--- src/rtl/raster_pkg.sv ---
package raster_pkg;
   // register indices decoded by the write port
   localparam int unsigned REG_CTRL    = 0;
   localparam int unsigned REG_STSEL   = 15;
   localparam int unsigned REG_SPLIT   = 19;
   localparam int unsigned REG_VSCROLL = 23;
   // bit positions inside the registers and status words
   localparam int unsigned IRQ_EN_BIT  = 4;
   localparam int unsigned LINE_FLAG_BIT = 0;
   localparam int unsigned HB_BIT      = 5;
   localparam int unsigned VB_BIT      = 6;
   // status selections
   localparam logic [7:0] SEL_LINE   = 8'd1;
   localparam logic [7:0] SEL_BLANK  = 8'd2;
endpackage

--- src/rtl/raster_timing.sv ---
module raster_timing #(
   parameter int H_TOTAL  = 342,
   parameter int H_ACTIVE = 256,
   parameter int H_LEFT   = 43,
   parameter int V_TOTAL  = 262,
   parameter int V_ACTIVE = 212,
   localparam int HW = $clog2(H_TOTAL),
   localparam int VW = $clog2(V_TOTAL)
) (
   input  logic          clk,
   input  logic          rst_n,
   output logic [HW-1:0] hcnt,
   output logic [VW-1:0] vcnt,
   output logic          line_end,
   output logic          hblank,
   output logic          vblank
);
   localparam logic [HW-1:0] H_LAST = HW'(H_TOTAL - 1);
   localparam logic [HW-1:0] H_BEG  = HW'(H_LEFT);
   localparam logic [HW-1:0] H_END  = HW'(H_LEFT + H_ACTIVE);
   localparam logic [VW-1:0] V_LAST = VW'(V_TOTAL - 1);
   localparam logic [VW-1:0] V_BEG  = VW'(V_ACTIVE);

   generate
      if (H_LEFT + H_ACTIVE >= H_TOTAL) begin : g_bad_h
         $error("raster_timing: active columns do not fit in the line");
      end
      if (V_ACTIVE >= V_TOTAL) begin : g_bad_v
         $error("raster_timing: active lines do not fit in the frame");
      end
      if (V_TOTAL < 256) begin : g_short_frame
         $error("raster_timing: frame must cover the 8-bit line space");
      end
   endgenerate

   assign line_end = (hcnt == H_LAST);

   always_ff @(posedge clk) begin
      if (!rst_n) begin
         hcnt <= '0;
         vcnt <= '0;
      end else if (line_end) begin
         hcnt <= '0;
         vcnt <= (vcnt == V_LAST) ? '0 : vcnt + 1'b1;
      end else begin
         hcnt <= hcnt + 1'b1;
      end
   end

   assign hblank = (hcnt < H_BEG) || (hcnt >= H_END);
   assign vblank = (vcnt >= V_BEG);

   AST_HCNT_RANGE: assert property (@(posedge clk) disable iff (!rst_n)
      hcnt <= H_LAST);
   AST_VCNT_WRAP: assert property (@(posedge clk) disable iff (!rst_n)
      (line_end && vcnt == V_LAST) |=> (vcnt == '0 && hcnt == '0));
   AST_VB_ENTRY: assert property (@(posedge clk) disable iff (!rst_n)
      $rose(vblank) |-> (vcnt == V_BEG && hcnt == '0));
endmodule

--- src/rtl/raster_regs.sv ---
module raster_regs
   import raster_pkg::*;
#(
   parameter int IDX_W = 6
) (
   input  logic             clk,
   input  logic             rst_n,
   input  logic             wr_en,
   input  logic [IDX_W-1:0] wr_idx,
   input  logic [7:0]       wr_data,
   output logic             irq_en,
   output logic [7:0]       st_sel,
   output logic [7:0]       split_line,
   output logic [7:0]       vscroll
);
   generate
      if ((1 << IDX_W) <= REG_VSCROLL) begin : g_bad_idx
         $error("raster_regs: index width cannot reach every register");
      end
   endgenerate

   always_ff @(posedge clk) begin
      if (!rst_n) begin
         irq_en     <= 1'b0;
         st_sel     <= '0;
         split_line <= '0;
         vscroll    <= '0;
      end else if (wr_en) begin
         case (wr_idx)
            IDX_W'(REG_CTRL):    irq_en     <= wr_data[IRQ_EN_BIT];
            IDX_W'(REG_STSEL):   st_sel     <= wr_data;
            IDX_W'(REG_SPLIT):   split_line <= wr_data;
            IDX_W'(REG_VSCROLL): vscroll    <= wr_data;
            default: ;
         endcase
      end
   end

   AST_WRITE_LANDS: assert property (@(posedge clk) disable iff (!rst_n)
      (wr_en && wr_idx == IDX_W'(REG_SPLIT)) |=> split_line == $past(wr_data));
endmodule

--- src/rtl/raster_line_cmp.sv ---
module raster_line_cmp (
   input  logic [7:0] line_lo,
   input  logic [7:0] vscroll,
   input  logic [7:0] split_line,
   input  logic       line_end,
   output logic       hit
);
   logic [7:0] mem_line;

   // memory line number wraps in 8 bits
   assign mem_line = line_lo + vscroll;
   // decided on the last column, so the flag lands on column 0 of the next line
   assign hit = line_end && (mem_line == split_line);
endmodule

--- src/rtl/raster_status.sv ---
module raster_status
   import raster_pkg::*;
(
   input  logic       clk,
   input  logic       rst_n,
   input  logic       rd_en,
   input  logic [7:0] st_sel,
   input  logic       irq_en,
   input  logic       hit,
   input  logic       hblank,
   input  logic       vblank,
   output logic       line_flag,
   output logic [7:0] rd_data,
   output logic       irq
);
   logic flag_rd;

   assign flag_rd = rd_en && (st_sel == SEL_LINE);

   always_ff @(posedge clk) begin
      if (!rst_n)       line_flag <= 1'b0;
      else if (hit)     line_flag <= 1'b1;   // a new match outranks the read
      else if (flag_rd) line_flag <= 1'b0;
   end

   always_comb begin
      rd_data = '0;
      case (st_sel)
         SEL_LINE:  rd_data[LINE_FLAG_BIT] = line_flag;
         SEL_BLANK: begin
            rd_data[HB_BIT] = hblank;
            rd_data[VB_BIT] = vblank;
         end
         default:   rd_data = '0;
      endcase
   end

   assign irq = line_flag & irq_en;

   AST_FLAG_SETS: assert property (@(posedge clk) disable iff (!rst_n)
      hit |=> line_flag);
   AST_FLAG_HOLDS: assert property (@(posedge clk) disable iff (!rst_n)
      (line_flag && !flag_rd) |=> line_flag);
   AST_FLAG_CLEARS: assert property (@(posedge clk) disable iff (!rst_n)
      (flag_rd && !hit) |=> !line_flag);
   AST_IRQ_QUIET: assert property (@(posedge clk) disable iff (!rst_n)
      !line_flag |-> !irq);
endmodule

--- src/rtl/raster_split_irq.sv ---
module raster_split_irq #(
   parameter int H_TOTAL  = 342,
   parameter int H_ACTIVE = 256,
   parameter int H_LEFT   = 43,
   parameter int V_TOTAL  = 262,
   parameter int V_ACTIVE = 212,
   parameter int IDX_W    = 6,
   localparam int HW = $clog2(H_TOTAL),
   localparam int VW = $clog2(V_TOTAL)
) (
   input  logic             clk,
   input  logic             rst_n,
   input  logic             wr_en,
   input  logic [IDX_W-1:0] wr_idx,
   input  logic [7:0]       wr_data,
   input  logic             rd_en,
   output logic [7:0]       rd_data,
   output logic             irq,
   output logic [HW-1:0]    hcount,
   output logic [VW-1:0]    vcount,
   output logic             hblank,
   output logic             vblank
);
   logic       line_end;
   logic       irq_en;
   logic [7:0] st_sel;
   logic [7:0] split_line;
   logic [7:0] vscroll;
   logic       hit;
   logic       line_flag;

   raster_timing #(
      .H_TOTAL(H_TOTAL), .H_ACTIVE(H_ACTIVE), .H_LEFT(H_LEFT),
      .V_TOTAL(V_TOTAL), .V_ACTIVE(V_ACTIVE)
   ) u_timing (
      .clk(clk), .rst_n(rst_n), .hcnt(hcount), .vcnt(vcount),
      .line_end(line_end), .hblank(hblank), .vblank(vblank)
   );

   raster_regs #(.IDX_W(IDX_W)) u_regs (
      .clk(clk), .rst_n(rst_n), .wr_en(wr_en), .wr_idx(wr_idx),
      .wr_data(wr_data), .irq_en(irq_en), .st_sel(st_sel),
      .split_line(split_line), .vscroll(vscroll)
   );

   raster_line_cmp u_cmp (
      .line_lo(vcount[7:0]), .vscroll(vscroll), .split_line(split_line),
      .line_end(line_end), .hit(hit)
   );

   raster_status u_status (
      .clk(clk), .rst_n(rst_n), .rd_en(rd_en), .st_sel(st_sel),
      .irq_en(irq_en), .hit(hit), .hblank(hblank), .vblank(vblank),
      .line_flag(line_flag), .rd_data(rd_data), .irq(irq)
   );

   AST_FLAG_AT_LINE_START: assert property (@(posedge clk) disable iff (!rst_n)
      $rose(line_flag) |-> hcount == '0);
endmodule

--- config.mk ---
export PLATFORM = sky130hd
export DESIGN_NAME = raster_split_irq
export DESIGN_NICKNAME = d
export VERILOG_FILES = /design/src/rtl/raster_pkg.sv /design/src/rtl/raster_timing.sv /design/src/rtl/raster_regs.sv /design/src/rtl/raster_line_cmp.sv /design/src/rtl/raster_status.sv /design/src/rtl/raster_split_irq.sv
export SDC_FILE = /design/constraint.sdc
export NUM_CORES = 1
export LEC_CHECK = 0
export ABC_AREA = 0
export CAP_MARGIN = 0
export CORE_MARGIN = 3
export CORE_UTILIZATION = 52
export DETAILED_ROUTE_END_ITERATION = 10
export GPL_ROUTABILITY_DRIVEN = 0
export PLACE_DENSITY_LB_ADDON = 0.25
export SLEW_MARGIN = 20
export SYNTH_ARGS = -nofsm -noshare
export SYNTH_HDL_FRONTEND = slang
export SYNTH_SLANG_ARGS = --single-unit
export TNS_END_PERCENT = 20
--- constraint.sdc ---
create_clock -name clk -period 2.3 [get_ports clk]
set_clock_uncertainty 0.1 [all_clocks]
set_input_delay 0.345 -clock clk [delete_from_list [all_inputs] [get_ports clk]]
set_output_delay 0.345 -clock clk [all_outputs]
set_load 0.03 [all_outputs]
# [Word-level counts from Yosys, hierarchy flattened]
# Index checks and enable logic that the tools add are counted.
[op_classes] addsub=3 n_reduce_logical=10 n_mux=5 magnitude_cmp=3 eq_ne=8 bitwise=2
[op_table] cell="adder 9 x 1 -> 9 bit, second input constant" count=2
[op_table] cell="== test 9 bit, second input constant" count=2
[op_table] cell="== test 6 x 5 -> 1 bit, second input constant" count=2
[op_table] cell=">= comparator 9 x 8 -> 1 bit, second input constant" count=1
[op_table] cell=">= comparator 9 bit, second input constant" count=1
[op_table] cell="less-than comparator 9 x 6 -> 1 bit, second input constant" count=1
[op_table] cell="2-to-1 mux 9 bit" count=1
[op_table] cell="adder 8 bit" count=1
[op_table] cell="== test 8 x 1 -> 1 bit, second input constant" count=1
[op_table] cell="== test 8 x 2 -> 1 bit, second input constant" count=1
[op_table] cell="== test 8 bit" count=1
[op_table] cell="AND reduction 2 bit" count=4
[op_table] cell="== test 6 x 4 -> 1 bit, second input constant" count=1
[op_table] cell="logical NOT 6 bit" count=1
[op_table] cell="2-to-1 mux 1 bit" count=3
[op_table] cell="logical AND 1 bit" count=2
[op_table] cell="2-to-1 mux 2 bit" count=1
[op_table] cell="nonzero test 2 bit" count=1
[op_table] cell="OR reduction 2 bit" count=1
[op_table] cell="bitwise AND 1 bit" count=1
[op_table] cell="logical OR 1 bit" count=1
[op_table] cell="inverter 1 bit" count=1
[totals] word_cells=38 regBits=44

# [Longest topological paths before layout]
# Gate-level depths: netlist of run 1.
[logic_depth] depth_word=4 ltp_mapped=9

# [Cells and area by module]
# Synthesis of run 1 repeated with hierarchy kept, for this count alone.
[hier_totals] cells_unflattened=271 hier_area_um2=2446.1
[modules_own_cells] mod="raster_regs" cells_per_inst=98 instances=1 seq_area_each_um2=500.5 area_each_um2=969.7
[modules_own_cells] mod="raster_timing" cells_per_inst=112 instances=1 seq_area_each_um2=360.3 area_each_um2=965.9
[modules_own_cells] mod="raster_line_cmp" cells_per_inst=41 instances=1 seq_area_each_um2=0.0 area_each_um2=369.1
[modules_own_cells] mod="raster_status" cells_per_inst=20 instances=1 seq_area_each_um2=20.0 area_each_um2=141.4

# [Worst setup path before layout of run 1]
# Ideal clock, no wire load.
[synth_timing] path_type="register to output" startpoint="register u_timing.hcnt[0]" endpoint="output port rd_data[5]" setup_slack_ns=-0.066 required_time_ns=1.855 arrival_time_ns=1.921 n_path_buf=0 stages_incl_launch_ff=5 path_cell_list="dfxtp_1 ha_1 o21a_1 o21ai_0 a311oi_1"
[synth_between] elab_chain_len=3
[synth_lines] element="from (decl)" line="raster_timing.sv:12" source="output logic [HW-1:0] hcnt,"
[synth_lines] element="from (signal assigned)" line="raster_timing.sv:46" source="hcnt <= hcnt + 1'b1;"
[synth_lines] element="less-than comparator 9 x 6 -> 1 bit or >= comparator 9 bit (tied branches)" line="raster_timing.sv:50" source="assign hblank = (hcnt < H_BEG) || (hcnt >= H_END);"
[synth_lines] element="logical OR 1 bit (*)" line="raster_timing.sv:50"
[synth_lines] element="2-to-1 mux 2 bit (*)" line="raster_status.sv:28" source="case (st_sel)"
[synth_lines] element="to (decl)" line="raster_split_irq.sv:17" source="output logic [7:0] rd_data,"
# Every way passes the cells marked *; elsewhere a longest branch is shown, timed or not.

# [Worst setup path in the final report of run 1]
[layout_timing] startpoint="register u_timing.hcnt[2]" endpoint="output port hblank"
[layout_between] elab_chain_len=2
[layout_lines] element="less-than comparator 9 x 6 -> 1 bit or >= comparator 9 bit (tied branches)" line="raster_timing.sv:50"
[layout_lines] element="logical OR 1 bit (*)" line="raster_timing.sv:50"
[layout_lines] element="to (decl)" line="raster_split_irq.sv:21" source="output logic hblank,"
# Marked as above.

==> impl_results.md, run 1 <==
* Status: finished, final reports clean
* Leading register cell type out of synthesis: dfxtp_1
* Pins Over Slew Limit at 0
* Fin. Hold Viols at 0
* Synth unique cells at 45
* Sequential fraction of design power at 52.0%
* Crit path buf inv count at 1
* Logic pwr share at 7.7%
* R2R setup slack at 0.14 ns
* Worst R2R Start: u_timing.vcnt[0]
* Via count at 1945
* # diodes at 0
* CP Launch Type: flip-flop
* Finished Core Util at 69.7%
* Commonest cells post-synth: dfxtp_1, nor2b_1, mux2i_1, nor2_1, xnor2_1
* CP delay by family, top: compound AO/OA/AOI/OAI gates
* Synth Area in Simple Gates at 23.0%
* Final WL at 5200 µm
* Hold Crit Start: u_timing.hcnt[0]
* Final setup TNS at 0 ns
* Compound-Gate Fraction of Synth Area at 8.71%
* Share of power burned in the clock network at 40.2%
* Post-CTS Setup Inserts at 0
* Synth area leader: dfxtp_1
* Antenna-violating nets left at 0
* Most frequent CP cell: a21o_1
* Synth Instances at 258
* Hold WS at 0.364 ns
* Total core area at 4410 µm²
* Initial Utilization at 54.7%
* P_sw at 0.345 mW
* Avg Vias per Cell at 5.34
* Initial antenna violation count at 0
* Worst Hold Class: flip-flop to flip-flop
* Largest family of logic cells by synthesized area: simple AND/OR/NAND/NOR gates
* CTS Hold Bufs at 0
* Max cap viols at 0
* Post-synthesis sequential element count at 44
* Num ports at 47
* Layout cells sized above 1 at 11.2%
* Vias in the first global route at 1930
* Post-DR wirelength/cell at 14.3 µm
* LEAKAGE at 1.12 nW
* Slowest stage delay, CP at 0.39 ns
* Die width at 74.1 µm
* CP Cell Sequence: a21o_1 -> a21o_1 -> nand2_1 -> a21oi_1 -> a31oi_1 -> clkdlybuf4s15_1
* Initial DRC count at 142
* Hold Crit Depth at 1
* Clock buffer count from CTS at 5
* Multiplexer area fraction after synthesis at 10.4%
* Final Net Count at 342
* Critical Path Source: u_timing.hcnt[2]
* Reg-to-reg endpoint: u_status.line_flag
* Syn Area/Cell at 9.35 µm²
* CTS tree: built
* Total track usage at 20.6%
* Post-layout min period at 2.22 ns
* First-pass DRT Iterations at 6
* PD cells at 484 nW/µm²
* Synth Area in Adders at 7.05%
* Mapped Area at 2410 µm²
* Most frequent cell after synthesis: dfxtp_1
* Switching Fraction at 23.2%
* CP Data Required Time at 1.86 ns
* DRC at 0
* Setup violations, final at 0
* R2R cell count at 7
* Die area at 5500 µm²
* First-pass GRT wire length at 8830 µm
* Fillers at 350
* Critical path peak fanout at 7
* Post-synth EDFFs at 0
* Layout area overhead at 27.5%
* Post-DP Area at 2960 µm²
* XOR/XNOR Fraction of Synth Area at 9.80%
* F_max at 451 MHz
* Clk sinks at 44
* Total power at 1.49 mW
* P_int at 1.15 mW
* Unrepaired setup endpoints after global routing: no
* Worst Hold Endpoint: u_timing.hcnt[0]
* Worst-path clk slew at 0.08 ns
* Site row count at 24
* IO buf count at 41
* Die H at 74.1 µm
* Synth warnings at 0
* Pin count of the biggest net entering global routing at 17
* Final Cycle Share at 96.5%
* Register area share after synthesis at 36.5%
* Clk root buf: clkbuf_8
* Crit Path Class: flip-flop to output port
* Area share of the largest cell type after synthesis at 36.5%
* Peak supply drop at 0.000311 V
* Post-route cell area at 3080 µm²
* Max Root-Sink Buffers at 2
* Slowest stage cell, crit path: dfxtp_1
* Grt ovf at 0
* HPWL Detailed at 3960 µm
* Signal arrival time at the worst endpoint at 1.77 ns
* Crit. End Element: output port
* H-Tree Depth at 2
* Synth area leaders: dfxtp_1, mux2i_1, xnor2_1, nor2b_1, ha_1
* Synth async-reset ratio at 0%
* Clock Latency Late Sink at 0.30 ns
## cell type report
cell class	count	area (µm²)	area share, %
Timing Repair Buffer	55	524	17.0
Clock inverter	3	42.5	1.38
Multi-Input combinational cell	197	1470	47.6
Clock buffer	5	68.8	2.24
Sequential cell	44	882	28.7
Inverter	8	30.0	0.976
Tap cell	52	65.1	2.11
## repair_timing
action                     4_1_cts  5_1_grt
pin swaps                        0        0
setup endpoints to repair        3        4
resized for setup                3        6
hold endpoints to repair         0        0
## worst max-delay path by stage
| stage | cells after the start | endpoint | slack, ns |
|---|---|---|---|
| global placement | 5 | hblank | 0.15 |
| global route | 4 | vblank | 0.005 |
| finish | 6 | hblank | 0.08 |
| detailed placement | 4 | rd_data[0] | 0.09 |
| CTS | 5 | hblank | 0.006 |
| floorplan | 4 | rd_data[6] | -0.02 |
## cells in the final DEF, fill, tap and decap left out, types with 5 or more instances in the layout
cell type / count
nand3_1: 8
a21oi_1: 8
ha_1: 12
clkbuf_8: 5
conb_1: 5
xor2_1: 5
nor2_1: 25
nand2_1: 8
nor2b_1: 27
nand4b_1: 5
dfxtp_1: 43
inv_1: 7
buf_4: 14
clkdlybuf4s50_1: 37
xnor2_1: 22
mux2i_1: 25
## worst reg2reg max path, stage by stage (launching register included)
cell and delay, ns:
dfxtp_1 0.33, ha_1 0.22, fa_1 0.43, a211oi_2 0.31
o21bai_1 0.12, a21oi_1 0.20, xnor2_1 0.11, o31ai_1 0.26
## power by group through the flow
| stage | Clock, mW | Combinational, mW | Sequential, mW |
|---|---|---|---|
| after global routing | 0.633 | 0.124 | 0.777 |
| after detailed placement | 0 | 0.114 | 0.793 |
| after global placement | 0 | 0.114 | 0.792 |
| after floorplan | 0 | 0.0541 | 0.800 |
| final | 0.600 | 0.115 | 0.775 |
| after CTS | 0.608 | 0.115 | 0.775 |
## state kept, by name, indices dropped and copies added, names as in the netlist
| signal | count |
|---|---|
| u_regs.vscroll | 8 |
| u_regs.split_line | 8 |
| u_regs.irq_en | 1 |
| u_regs.st_sel | 8 |
| u_status.line_flag | 1 |
| u_timing.hcnt | 9 |
| u_timing.vcnt | 9 |
## routing by layer
| metal | wire, µm | GRT usage [%] |
|---|---|---|
| met2 | 2390 | 33.4 |
| met5 | 0 | 0 |
| met4 | 80 | 7.04 |
| met3 | 252 | 4.32 |
| met1 | 2480 | 27.3 |
## cell families (layout without fill, tap and decap cells)
kind of cell	count (synthesis)	after routing
simple gates	96	96
flops	44	44
compound gates	31	31
mux	25	25
other cells	1	5
xor+xnor	27	27
buf+inv	21	71
fa+ha+maj	13	13
## metrics by stage
| step | std cells | setup slack, ns |
|---|---|---|
| 6_report | 364 | 0.0805 |
| 5_1_grt | 364 | 0.00484 |
| 3_3_place_gp | 356 | 0.153 |
| 2_1_floorplan | 262 | -0.0244 |
| 3_5_place_dp | 356 | 0.0908 |
| 4_1_cts | 364 | 0.00563 |
(Power assumes the default switching activity.)
==> run 2, diff against run 1 <==
--- a/config.mk
+++ b/config.mk
@@ -8,12 +8,14 @@
 export ABC_AREA = 0
 export CAP_MARGIN = 0
 export CORE_MARGIN = 3
-export CORE_UTILIZATION = 52
+export CORE_UTILIZATION = 40
+export CTS_CLUSTER_SIZE = 12
 export DETAILED_ROUTE_END_ITERATION = 10
 export GPL_ROUTABILITY_DRIVEN = 0
 export PLACE_DENSITY_LB_ADDON = 0.25
 export SLEW_MARGIN = 20
 export SYNTH_ARGS = -nofsm -noshare
 export SYNTH_HDL_FRONTEND = slang
+export SYNTH_HIERARCHICAL = 1
 export SYNTH_SLANG_ARGS = --single-unit
 export TNS_END_PERCENT = 20
==> impl_results.md, run 2 <==
* Clk root buf: clkbuf_8 (unchanged)
* Final Cycle Share at 109% (was 96.5%)
* Crit. End Element: flip-flop (was output port)
* Crit Path Class: flip-flop to flip-flop (was flip-flop to output port)
* P_sw at 0.332 mW (was 0.345 mW)
* Post-layout min period at 2.50 ns (was 2.22 ns)
* Via count at 2076 (was 1945)
* First-pass GRT wire length at 9470 µm (was 8830 µm)
* Status: complete, but fails checks (was finished, final reports clean)
* Most frequent cell after synthesis: dfxtp_1 (unchanged)
* Fin. Hold Viols at 0 (unchanged)
* PD cells at 426 nW/µm² (was 484 nW/µm²)
* Slowest stage delay, CP at 0.53 ns (was 0.39 ns)
* Die area at 7090 µm² (was 5500 µm²)
* Synth unique cells at 51 (was 45)
* Post-DR wirelength/cell at 13.8 µm (was 14.3 µm)
* Layout cells sized above 1 at 18.7% (was 11.2%)
* CTS tree: built (unchanged)
* Pins Over Slew Limit at 0 (unchanged)
* Peak supply drop at 0.000263 V (was 0.000311 V)
* P_int at 1.03 mW (was 1.15 mW)
* Total track usage at 16.4% (was 20.6%)
* Syn Area/Cell at 9.03 µm² (was 9.35 µm²)
* Max cap viols at 0 (unchanged)
* Critical path peak fanout at 2 (was 7)
* Clock Latency Late Sink at 0.30 ns (about the same)
* Share of power burned in the clock network at 34.4% (was 40.2%)
* Unrepaired setup endpoints after global routing: yes (was no)
* Commonest cells post-synth: dfxtp_1, nand2_1, mux2i_1, xnor2_1, nor2_1 (was dfxtp_1, nor2b_1, mux2i_1, nor2_1, xnor2_1)
* CP delay by family, top: simple AND/OR/NAND/NOR gates (was compound AO/OA/AOI/OAI gates)
* Synth warnings at 6 (was 0)
* Finished Core Util at 55.9% (was 69.7%)
* Total core area at 5710 µm² (was 4410 µm²)
* Failing checks: setup timing
* Area share of the largest cell type after synthesis at 36.0% (was 36.5%)
* H-Tree Depth at 2 (unchanged)
* Grt ovf at 0 (unchanged)
* Initial Utilization at 42.8% (was 54.7%)
* Antenna-violating nets left at 0 (unchanged)
* Sequential fraction of design power at 57.0% (was 52.0%)
* Avg Vias per Cell at 5.15 (was 5.34)
* Num ports at 47 (unchanged)
* Logic pwr share at 8.6% (was 7.7%)
* CP Data Required Time at 2.42 ns (was 1.86 ns)
* Worst Hold Class: flip-flop to flip-flop (unchanged)
* Max Root-Sink Buffers at 2 (unchanged)
* Die width at 84.2 µm (was 74.1 µm)
* Post-route setup slack at -0.205 ns (was 0.0805 ns)
* Clock buffer count from CTS at 5 (unchanged)
* Synth area leaders: dfxtp_1, mux2i_1, xnor2_1, ha_1, nand2_1 (was dfxtp_1, mux2i_1, xnor2_1, nor2b_1, ha_1)
* Leading register cell type out of synthesis: dfxtp_1 (unchanged)
* Final Net Count at 362 (was 342)
* Worst-path clk slew at 0.08 ns (about the same)
* Site row count at 27 (was 24)
* First-pass DRT Iterations at 4 (was 6)
* Register area share after synthesis at 36.0% (was 36.5%)
* Switching Fraction at 24.5% (was 23.2%)
* Post-CTS Setup Inserts at 0 (unchanged)
* Final setup TNS at -0.205 ns (was 0 ns)
* Initial antenna violation count at 0 (unchanged)
* Setup violations, final at 1 (was 0)
* Biggest regs: u_timing/hcnt: 9 flops, u_timing/vcnt: 9 flops (was u_timing.hcnt: 9 flops, u_timing.vcnt: 9 flops)
* Pin count of the biggest net entering global routing at 39 (was 17)
* Synth async-reset ratio at 0% (unchanged)
* HPWL Detailed at 4220 µm (was 3960 µm)
* Layout area overhead at 30.4% (was 27.5%)
* Vias in the first global route at 1964 (was 1930)
* Post-synth EDFFs at 0 (unchanged)
* DRC at 0 (unchanged)
* Slowest stage cell, crit path: or4_1 (was dfxtp_1)
* # diodes at 0 (unchanged)
* Commonest non-fill, non-tap cell in the layout: nand2_1 (was dfxtp_1)
* Signal arrival time at the worst endpoint at 2.63 ns (was 1.77 ns)
* CP Cell Sequence: ha_2 -> fa_2 -> a21o_1 -> a21oi_2 -> xnor2_1 -> or4_1 -> nor4_2 -> o21ai_1 -> a41oi_1 (was a21o_1 -> a21o_1 -> nand2_1 -> a21oi_1 -> a31oi_1 -> clkdlybuf4s15_1)
* Final WL at 5580 µm (was 5200 µm)
* LEAKAGE at 1.28 nW (was 1.12 nW)
* IO buf count at 41 (unchanged)
* Most frequent cells in the layout: nand2_1, dfxtp_1, clkdlybuf4s50_1 (was dfxtp_1, clkdlybuf4s50_1, nor2b_1)
* Crit path buf inv count at 0 (was 1)
* Mapped Area at 2450 µm² (was 2410 µm²)
* Post-synthesis sequential element count at 44 (unchanged)
* Die H at 84.2 µm (was 74.1 µm)
* Clk sinks at 44 (unchanged)
* CTS Hold Bufs at 0 (unchanged)
* Synth Instances at 271 (was 258)
* Synth area leader: dfxtp_1 (unchanged)
* CP Launch Type: flip-flop (unchanged)
* Initial DRC count at 98 (was 142)
* F_max at 399 MHz (was 451 MHz)
==> run 2: changes by cell type after synthesis, moves of 3 or more <==
cell / delta
nand2_1: +32
nor2b_1: -25
nor2_1: -7
a21oi_1: -5
buf_2: +4
nand4b_1: -4
nor4_1: +4
nor3_1: +3
o21a_1: -3
or4_1: +3
==> run 2: worst min-delay path: cells and delay by family, from the launching register on <==
family	cells	cell delay (ns)
AND/OR/NAND/NOR	1	0.05
flip-flops	1	0.31
multiplexers	1	0.05
==> run 2: cell families (layout without fill, tap and decap cells) <==
family	after synthesis	count (layout)	share of synthesized area, %
simple gates	108	108	22.7
fa+ha+maj	13	13	6.96
flops	44	44	36.0
compound gates	24	24	7.26
mux	26	26	10.7
buf+inv	26	82	5.52
xor+xnor	29	29	10.7
other cells	1	5	0.153
==> run 2: repair_timing <==
item | 4_1_cts | 5_1_grt
pin swaps | 0 | 1
gates resized for setup | 5 | 9
endpoints found under the setup margin | 4 | 3
hold endpoints to repair | 0 | 0
==> run 2: final timing paths <==
path | depth (start not counted) | slack [ns] | endpoint | start
min reg2reg | 2 | 0.36 | u_regs/irq_en | u_regs/irq_en
max reg2reg | 9 | -0.20 | u_status/line_flag | u_timing/vcnt[0]
max | 9 | -0.20 | u_status/line_flag | u_timing/vcnt[0]
min | 2 | 0.36 | u_regs/irq_en | u_regs/irq_en
==> run 2: layout make-up <==
type / instances / area (µm²)
Clock inverter: 2 / 11.3
Timing Repair Buffer: 66 / 589
Inverter: 9 / 38.8
Tap cell: 72 / 90.1
Multi-Input combinational cell: 205 / 1500
Clock buffer: 5 / 68.8
Sequential cell: 44 / 893
Fill cell: 542 / 2520
==> run 2: metal layers <==
metal,track usage (%),part of all wire (%),vias to the layer above
li1,-,-,1048
met1,22.9,51,987
met2,24.5,44,33
met3,3.24,3.5,8
met4,6.73,1.8,0
met5,0,0,-
==> run 2: stage by stage <==
stage / hold slack (ns) / instance area [µm²] / cells / worst slack (ns) / total power, mW
final: 0.355 / 3190 / 403 / -0.205 / 1.36
after global routing: 0.376 / 3190 / 403 / -0.332 / 1.42
after CTS: 0.358 / 3160 / 403 / -0.207 / 1.38
after detailed placement: 0.347 / 3080 / 396 / -0.247 / 0.908
after global placement: 0.339 / 3080 / 396 / -0.129 / 0.907
after floorplan: 0.330 / 2490 / 275 / -0.116 / 0.856
==> run 2: power by group through the flow <==
stage	Sequential (mW)	Clock [mW]	Combinational, mW
after floorplan	0.799	0	0.0564
after global placement	0.792	0	0.115
after detailed placement	0.792	0	0.115
after CTS	0.774	0.485	0.116
after global routing	0.776	0.515	0.126
final	0.775	0.467	0.117
